`src/rtl/ras_pkg.sv`:
```
package ras_pkg;
  typedef enum logic [2:0] {
    OP_IDLE, OP_PUSH, OP_PUSH_FULL, OP_POP, OP_POP_EMPTY, OP_CLASH
  } ras_op_e;

  function automatic ras_op_e classify(input logic push, input logic pop,
                                       input logic at_top, input logic at_bottom);
    if (push && pop)  return OP_CLASH;
    if (push)         return at_top ? OP_PUSH_FULL : OP_PUSH;
    if (pop)          return at_bottom ? OP_POP_EMPTY : OP_POP;
    return OP_IDLE;
  endfunction
endpackage

```
`src/rtl/ras_ptr_ctrl.sv`:
```
module ras_ptr_ctrl #(
  parameter int PTR_W = 5
) (
  input  logic             clk,
  input  logic             rst_n,
  input  logic             push,
  input  logic             pop,
  output ras_pkg::ras_op_e op,
  output logic [PTR_W-1:0] ptr,
  output logic [PTR_W-1:0] wr_slot,
  output logic             wr_en,
  output logic             full,
  output logic             ovf,
  output logic             unf,
  output logic             clash
);
  localparam logic [PTR_W-1:0] TOP = {PTR_W{1'b1}};

  logic at_top, at_bottom;
  assign at_top    = (ptr == TOP);
  assign at_bottom = (ptr == '0);
  assign op        = ras_pkg::classify(push, pop, at_top, at_bottom);
  assign wr_en     = (op == ras_pkg::OP_PUSH) || (op == ras_pkg::OP_CLASH && !at_top);
  assign wr_slot   = ptr + 1'b1;
  assign full      = at_top;

  always_ff @(posedge clk) begin
    if (!rst_n) begin
      ptr   <= '0;
      ovf   <= 1'b0;
      unf   <= 1'b0;
      clash <= 1'b0;
    end else begin
      if (wr_en)                    ptr <= wr_slot;
      else if (op == ras_pkg::OP_POP) ptr <= ptr - 1'b1;
      if (op == ras_pkg::OP_PUSH_FULL || (op == ras_pkg::OP_CLASH && at_top)) ovf <= 1'b1;
      if (op == ras_pkg::OP_POP_EMPTY) unf   <= 1'b1;
      if (op == ras_pkg::OP_CLASH)     clash <= 1'b1;
    end
  end
endmodule

```
`src/rtl/ras_store.sv`:
```
module ras_store #(
  parameter int ADDR_W = 21,
  parameter int PTR_W  = 5
) (
  input  logic              clk,
  input  logic              rst_n,
  input  logic              wr_en,
  input  logic [PTR_W-1:0]  wr_slot,
  input  logic [ADDR_W-1:0] wr_data,
  input  logic [PTR_W-1:0]  rd_slot,
  output logic [ADDR_W-1:0] rd_data
);
  localparam int SLOTS = (1 << PTR_W) - 1;

  logic [ADDR_W-1:0] slot_q [1:SLOTS];

  for (genvar g = 1; g <= SLOTS; g++) begin : g_slot
    always_ff @(posedge clk) begin
      if (!rst_n)
        slot_q[g] <= '0;
      else if (wr_en && wr_slot == PTR_W'(g))
        slot_q[g] <= wr_data;
    end
  end

  // Slot 0 is the empty sentinel and reads as zero.
  always_comb begin
    rd_data = '0;
    for (int i = 1; i <= SLOTS; i++)
      if (rd_slot == PTR_W'(i)) rd_data = slot_q[i];
  end
endmodule

```
`src/rtl/ras_shadow.sv`:
```
module ras_shadow #(
  parameter int W_W   = 8,
  parameter int ST_W  = 5,
  parameter int BSR_W = 4
) (
  input  logic             clk,
  input  logic             rst_n,
  input  logic             cap,
  input  logic [W_W-1:0]   w_in,
  input  logic [ST_W-1:0]  st_in,
  input  logic [BSR_W-1:0] bsr_in,
  output logic [W_W-1:0]   w_sh,
  output logic [ST_W-1:0]  st_sh,
  output logic [BSR_W-1:0] bsr_sh
);
  always_ff @(posedge clk) begin
    if (!rst_n) begin
      w_sh   <= '0;
      st_sh  <= '0;
      bsr_sh <= '0;
    end else if (cap) begin
      w_sh   <= w_in;
      st_sh  <= st_in;
      bsr_sh <= bsr_in;
    end
  end
endmodule

```
`src/rtl/ret_addr_stack.sv`:
```
module ret_addr_stack #(
  parameter int ADDR_W = 21,
  parameter int PTR_W  = 5,
  parameter int W_W    = 8,
  parameter int ST_W   = 5,
  parameter int BSR_W  = 4
) (
  input  logic              clk,
  input  logic              rst_n,
  input  logic              call_i,
  input  logic [ADDR_W-1:0] call_addr_i,
  input  logic              ret_i,
  input  logic              fast_i,
  input  logic [W_W-1:0]    wreg_i,
  input  logic [ST_W-1:0]   stat_i,
  input  logic [BSR_W-1:0]  bank_i,
  output logic [ADDR_W-1:0] ret_pc_o,
  output logic              ret_valid_o,
  output logic              restore_o,
  output logic [W_W-1:0]    wreg_o,
  output logic [ST_W-1:0]   stat_o,
  output logic [BSR_W-1:0]  bank_o,
  output logic [PTR_W-1:0]  depth_o,
  output logic              full_o,
  output logic              ovf_o,
  output logic              unf_o,
  output logic              clash_o
);
  ras_pkg::ras_op_e  op;
  logic [PTR_W-1:0]  wr_slot;
  logic              wr_en;
  logic [ADDR_W-1:0] rd_data;

  ras_ptr_ctrl #(.PTR_W(PTR_W)) u_ptr (
    .clk(clk), .rst_n(rst_n), .push(call_i), .pop(ret_i),
    .op(op), .ptr(depth_o), .wr_slot(wr_slot), .wr_en(wr_en),
    .full(full_o), .ovf(ovf_o), .unf(unf_o), .clash(clash_o)
  );

  ras_store #(.ADDR_W(ADDR_W), .PTR_W(PTR_W)) u_store (
    .clk(clk), .rst_n(rst_n), .wr_en(wr_en), .wr_slot(wr_slot),
    .wr_data(call_addr_i), .rd_slot(depth_o), .rd_data(rd_data)
  );

  ras_shadow #(.W_W(W_W), .ST_W(ST_W), .BSR_W(BSR_W)) u_shadow (
    .clk(clk), .rst_n(rst_n), .cap(call_i),
    .w_in(wreg_i), .st_in(stat_i), .bsr_in(bank_i),
    .w_sh(wreg_o), .st_sh(stat_o), .bsr_sh(bank_o)
  );

  always_ff @(posedge clk) begin
    if (!rst_n) begin
      ret_pc_o    <= '0;
      ret_valid_o <= 1'b0;
      restore_o   <= 1'b0;
    end else begin
      ret_valid_o <= (op == ras_pkg::OP_POP) || (op == ras_pkg::OP_POP_EMPTY);
      ret_pc_o    <= (op == ras_pkg::OP_POP) ? rd_data : '0;
      restore_o   <= (op == ras_pkg::OP_POP) && fast_i;
    end
  end
endmodule

```
`config.mk`:
```
export PLATFORM = sky130hd
export DESIGN_NAME = ret_addr_stack
export DESIGN_NICKNAME = d
export VERILOG_FILES = /design/src/rtl/ras_pkg.sv /design/src/rtl/ras_ptr_ctrl.sv /design/src/rtl/ras_store.sv /design/src/rtl/ras_shadow.sv /design/src/rtl/ret_addr_stack.sv
export SDC_FILE = /design/constraint.sdc
export NUM_CORES = 1
export LEC_CHECK = 0
export BUFFER_PORTS_ARGS = -buffer_cell sky130_fd_sc_hd__buf_2
export CAP_MARGIN = 0
export CORE_MARGIN = 10
export CORE_UTILIZATION = 35
export CTS_BUF_LIST = sky130_fd_sc_hd__clkbuf_16
export DETAILED_ROUTE_END_ITERATION = 7
export GPL_TIMING_DRIVEN = 0
export SLEW_MARGIN = 20
export SYNTH_ARGS = -nofsm -noshare
export SYNTH_HDL_FRONTEND = slang
export SYNTH_SLANG_ARGS = --single-unit
```
`constraint.sdc`:
```
create_clock -name clk -period 5.62 [get_ports clk]
set_clock_uncertainty 0.05 [all_clocks]
set_input_delay 0.843 -clock clk [delete_from_list [all_inputs] [get_ports clk]]
set_output_delay 0.843 -clock clk [all_outputs]
set_load 0.02 [all_outputs]
```
; Yosys cells after proc, flatten, opt, wreduce, memory -nomap -nowiden
; Memories as Yosys holds them, arrays and structs flattened.
; Cells that the tools add are included.
[word_totals]
register_bits = 48
romBits = 0
memories = 1
latchBits = 0
inputBits = 43
ram_bits = 651
[op_classes]
shifts = 0
bitwise_logic = 31
eq_ne = 67
n_addsub = 2
n_mux = 172
div_mod_pow = 0
reduce_logical = 42
n_lt_le_gt_ge = 0
mul = 0
[memory_table]
columns = memory, depth, width, rd, rd_clocked_by_memory_dff, wr, line
row1 = u_store.slot_q, 31, 21, 31, 0, 31, ras_store.sv:15  ; logic [ADDR_W-1:0] slot_q [1:SLOTS];
[op_table]
columns = op, count
row1 = 21-bit 2-to-1 mux, 62
row2 = "5-bit equality test, second input constant", 32
row3 = 1-bit 2-to-1 mux, 100
row4 = "5-bit by 4-bit equality test with 1-bit output, second input constant", 16
row5 = "5-bit by 3-bit equality test with 1-bit output, second input constant", 8
row6 = 1-bit logical AND, 35
row7 = 1-bit bitwise OR, 31
row8 = 3-bit 2-to-1 mux, 7
row9 = "5-bit by 2-bit equality test with 1-bit output, second input constant", 4
row10 = "5-bit by 1-bit equality test with 1-bit output, second input constant", 2
row11 = 5-bit 2-to-1 mux, 2
row12 = "3-bit by 2-bit equality test with 1-bit output, second input constant", 2
row13 = "3-bit equality test, second input constant", 2
row14 = "5-bit by 1-bit adder with 5-bit output, second input constant", 1
row15 = 5-bit zero test, 1
row16 = "5-bit by 1-bit subtractor with 5-bit output, second input constant", 1
row17 = "3-bit by 1-bit equality test with 1-bit output, second input constant", 1
row18 = 1-bit logical OR, 3
row19 = 2-bit 2-to-1 mux, 1
row20 = 2-bit AND reduction, 1
row21 = 2-bit nonzero test, 1
row22 = 1-bit zero test, 1

; Longest topological paths before layout
[depth]
ltp_word = 32
depth_mapped = 14
mapped_depth_nobuf = 9

; Cells and area by module
; A second synthesis with hierarchy kept.
[unflattened]
hier_cells = 2871
hier_area_um2 = 33850.0
[by_module_without_submodules]
columns = module, seq_area_each_um2, cells_each, n_inst, area_per_inst_um2
row1 = ras_store, 19548.7, 2711, 1, 32044.5
row2 = ras_shadow, 340.3, 54, 1, 651.9
row3 = ret_addr_stack, 460.4, 50, 1, 648.1
row4 = ras_ptr_ctrl, 160.2, 56, 1, 505.5

; Worst setup path after synthesis
; Ideal clock, no wire load.
[synth_timing]
path_kind = reg2reg
from = register u_ptr.ptr[0]
to = register u_store.slot_q[1][100] (netlist name)
stages_incl_launch_ff = 12
t_arrival_ps = 4317
path_buffers = 6
setup_slack_ps = 821
required_ps = 5138
path_cell_list = dfxtp_1 ha_1 buf_2 buf_6 buf_2 buf_2 and3_1 ha_1 clkbuf_1 clkbuf_1 or3_1 o31ai_1
[synth_rtl]
columns = item, line
row1 = start: declaration, ras_ptr_ctrl.sv:9  ; output logic [PTR_W-1:0] ptr,
row2 = start signal: assignment, ras_ptr_ctrl.sv:34  ; if (wr_en) ptr <= wr_slot;
row3 = start signal: assignment, ras_ptr_ctrl.sv:35  ; else if (op == ras_pkg::OP_POP) ptr <= ptr - 1'b1;

; Worst setup path in the final report
[layout_timing]
from = register u_ptr.ptr[3]
to = register ret_pc_o[7]
[layout_via]
elab_chain_len = 32
[layout_rtl]
columns = item, line
row1 = 5-bit by 1-bit equality test with 1-bit output, ras_store.sv:30  ; if (rd_slot == PTR_W'(i)) rd_data = slot_q[i];
row2 = 21-bit 2-to-1 mux (31 in series), ras_store.sv:30
row3 = end signal: assignment, ret_addr_stack.sv:58  ; ret_pc_o <= (op == ras_pkg::OP_POP) ? rd_data : '0;
row4 = end: declaration, ret_addr_stack.sv:17  ; output logic [ADDR_W-1:0] ret_pc_o,
; Several ways; a longest one is shown, not always the timed one.
; A chain may end at the register's enable or synchronous reset.

==> metrics.txt <==
status=finished with violations; failing checks=negative setup slack; Hold Path Cell Cnt=2; hold path startpoint=fast_i; Synth Register Bits=699; r2r endpoint=ret_pc_o[7]$_SDFF_PN0_; Die X=329 µm; Worst Hold End=restore_o$_SDFF_PN0_; number of flops mapped to enable cells by yosys=651; most frequent cells in the layout=658 x and2_1, 651 x edfxtp_1, 164 x clkbuf_1, 153 x buf_2, 134 x a21oi_1; drt drc=0; Slew Viols, Final=0; clock buffer depth=3; number of fill cells in the layout=9081; DP Area=36300 µm²; CP Class=reg -> reg; Syn Area/Cell=11.8 µm²; IO Pins=92; PwrDens=344 nW/µm²; drt wl/cell=32.3 µm; number of global-route vias before repair=24300; FP Rows=113; crit path DAT=6.01 ns; DIE AREA=108000 µm²; Cell Area, Synth=33300 µm²; hold buffers post-CTS=0; vias per std cell=5.92; most common cell after layout, fill and taps aside=and2_1; Die Height=329 µm; Max Fanout on Critical Path=10; CTS tree=built; Max Clock Freq=0.178 GHz; RSZ-0062 raised after global routing=false; Unique masters post-synth=100; clock root buffer=clkbuf_16; final number of setup-violating endpoints=2; Reg clk slew, reported paths=0.06 ns; Final Hold Slack=0.400 ns; fin nets=3061; top cell type's share of synthesized area=0.587; Final Instance Area=38900 µm²; post-CTS setup buffer count=0; Hold Violations, Final=0; H-tree depth=3; syn_nets=2865; drt pass-1 iters=6; max-cap violations=0; post-synthesis sequential area ratio=0.616; pin count of the biggest net entering global routing=22; initial antenna violation count=12; core area=94700 µm²; worst vdd ir=0.233 mV; crit start category=register; multi-input combinational cell area=11900 µm²; Tmin final=5.63 ns; layout cells sized above 1=0.130; Syn Inst Count=2815; setup ws final=-0.00875 ns; P_leak=0.0142 µW; Final ANT Viol Nets=0; Iter 0 DRT Violations=4511; vias=25800; Worst slew margin=0.122; Overall Global Routing Usage=0.253; total grt overflow=0; synth top area cells=edfxtp_1 59%, and2_1 12%, dfxtp_1 2.9%, a21oi_1 2.0%, clkbuf_1 1.9%; gpl congestion=1.02; starting density of the core=0.352; period utilisation layout=1.00; clk_lat worst skew=0.66 ns; FF-to-FF Start=u_ptr.ptr[3]$_SDFFE_PN0P_; Port Buffer Count=90; reg2reg setup slack=-0.009 ns; Post-DP HPWL=102000 µm; synth warn=0; Synth area leader=edfxtp_1; CP endpoint kind=register; first-pass GRT wire length=193000 µm; predominant post-synthesis flop cell=edfxtp_1; Num CTS Buffers=81; register area=20500 µm²; CTS Sinks=699; R2R depth=13; Worst Tran Pin Value=1.32 ns; synthesis-to-layout area growth=16.8%; total routed wirelength=141000 µm; hold crit path type=in -> reg; fraction of registers with async set/reset=0; Crit path required time=6.00 ns
==> area by class of cell <==
cell class,count,area share
clock buffers,85,0.0547
multi-input cells,1823,0.305
flip-flops and latches,699,0.527
diodes,9,0.000579
plain buffers,266,0.0318
clock inverters,63,0.0122
repair buffers,113,0.0256
inverters,27,0.00260
well taps,1265,0.0407
==> Yosys cell counts, types with 35 or more instances <==
master / count
a221oi_1: 37
and2_1: 658
nand2_1: 110
buf_2: 63
nor3_1: 35
a21oi_1: 134
dfxtp_1: 48
nand3_1: 37
o21ai_0: 103
nor2_1: 123
o22ai_1: 79
a22oi_1: 38
edfxtp_1: 651
clkbuf_1: 171
nor2b_1: 42
==> registers in the layout (all words and copies together) (netlist names) <==
register,cells
u_ptr.ovf,1
u_shadow.w_sh,8
ret_valid_o,1
restore_o,1
ret_pc_o,21
u_shadow.bsr_sh,4
u_shadow.st_sh,5
u_ptr.unf,1
u_store.slot_q,651
u_ptr.clash,1
u_ptr.ptr,5
==> how the worst max path moves through the flow <==
stage,start,end,slack (ns),cells past startpoint
detailed placement,u_ptr.ptr[3]$_SDFFE_PN0P_,ret_pc_o[7]$_SDFF_PN0_,0.03,13
floorplan,u_ptr.ptr[0]$_SDFFE_PN0P_,u_store.slot_q[1][100]$_SDFFCE_PN0P_,0.82,11
finish,u_ptr.ptr[3]$_SDFFE_PN0P_,ret_pc_o[7]$_SDFF_PN0_,-0.009,13
CTS,u_ptr.ptr[3]$_SDFFE_PN0P_,ret_pc_o[3]$_SDFF_PN0_,0.12,14
global route,u_ptr.ptr[3]$_SDFFE_PN0P_,u_store.slot_q[1][110]$_SDFFCE_PN0P_,0.02,11
global placement,u_ptr.ptr[3]$_SDFFE_PN0P_,u_store.slot_q[1][52]$_SDFFCE_PN0P_,-1.23,10
==> layer usage <==
layer | global-route usage | share of wire | vias to the layer above
li1 | - | - | 10800
met1 | 0.341 | 0.39 | 12700
met2 | 0.369 | 0.42 | 1875
met3 | 0.0709 | 0.13 | 354
met4 | 0.127 | 0.057 | 6
met5 | 0 | 0.00031 | -
==> power by group <==
part           internal (µW)  switching, µW
Sequential              5940           95.9
Clock                   3050           2230
Combinational            494           1580
==> through the flow <==
step / TNS [ns] / std cells / worst slack (ns) / total power [µW] / util
final: -0.0168 / 4350 / -0.00875 / 13400 / 0.411
after global routing: 0 / 4341 / 0.0193 / 13600 / 0.411
after global placement: -586.96 / 4170 / -1.23 / 8000 / 0.373
after CTS: 0 / 4341 / 0.121 / 13300 / 0.410
after detailed placement: 0 / 4193 / 0.0287 / 8090 / 0.383
after floorplan: 0 / 2815 / 0.821 / 7040 / -
==> worst max-delay path: stages (launching register included) <==
cell	delay, ns
dfxtp_1	0.69
buf_6	0.24
buf_4	0.22
buf_2	0.28
buf_2	0.40
buf_2	0.44
and3_1	0.25
ha_1	0.40
clkbuf_1	0.48
nor2_1	0.23
a21boi_1	0.65
o211ai_1	0.49
nand4_1	0.30
a31oi_1	0.27
==> kinds of logic after synthesis <==
logic type,share of synthesized area
DFF,0.616
adders and majority gates,0.00263
xor gates and xnor gates,0.00184
muxes,0.00575
AOI/OAI and AO/OA,0.129
buffers and inverters,0.0400
and+or+nand+nor,0.205
==> repair_timing <==
action,in CTS,in global routing
endpoints found under the setup margin,1,7
pin swaps,0,1
gates resized for setup,1,6
No activity file was read; power rests on OpenSTA's default activity.
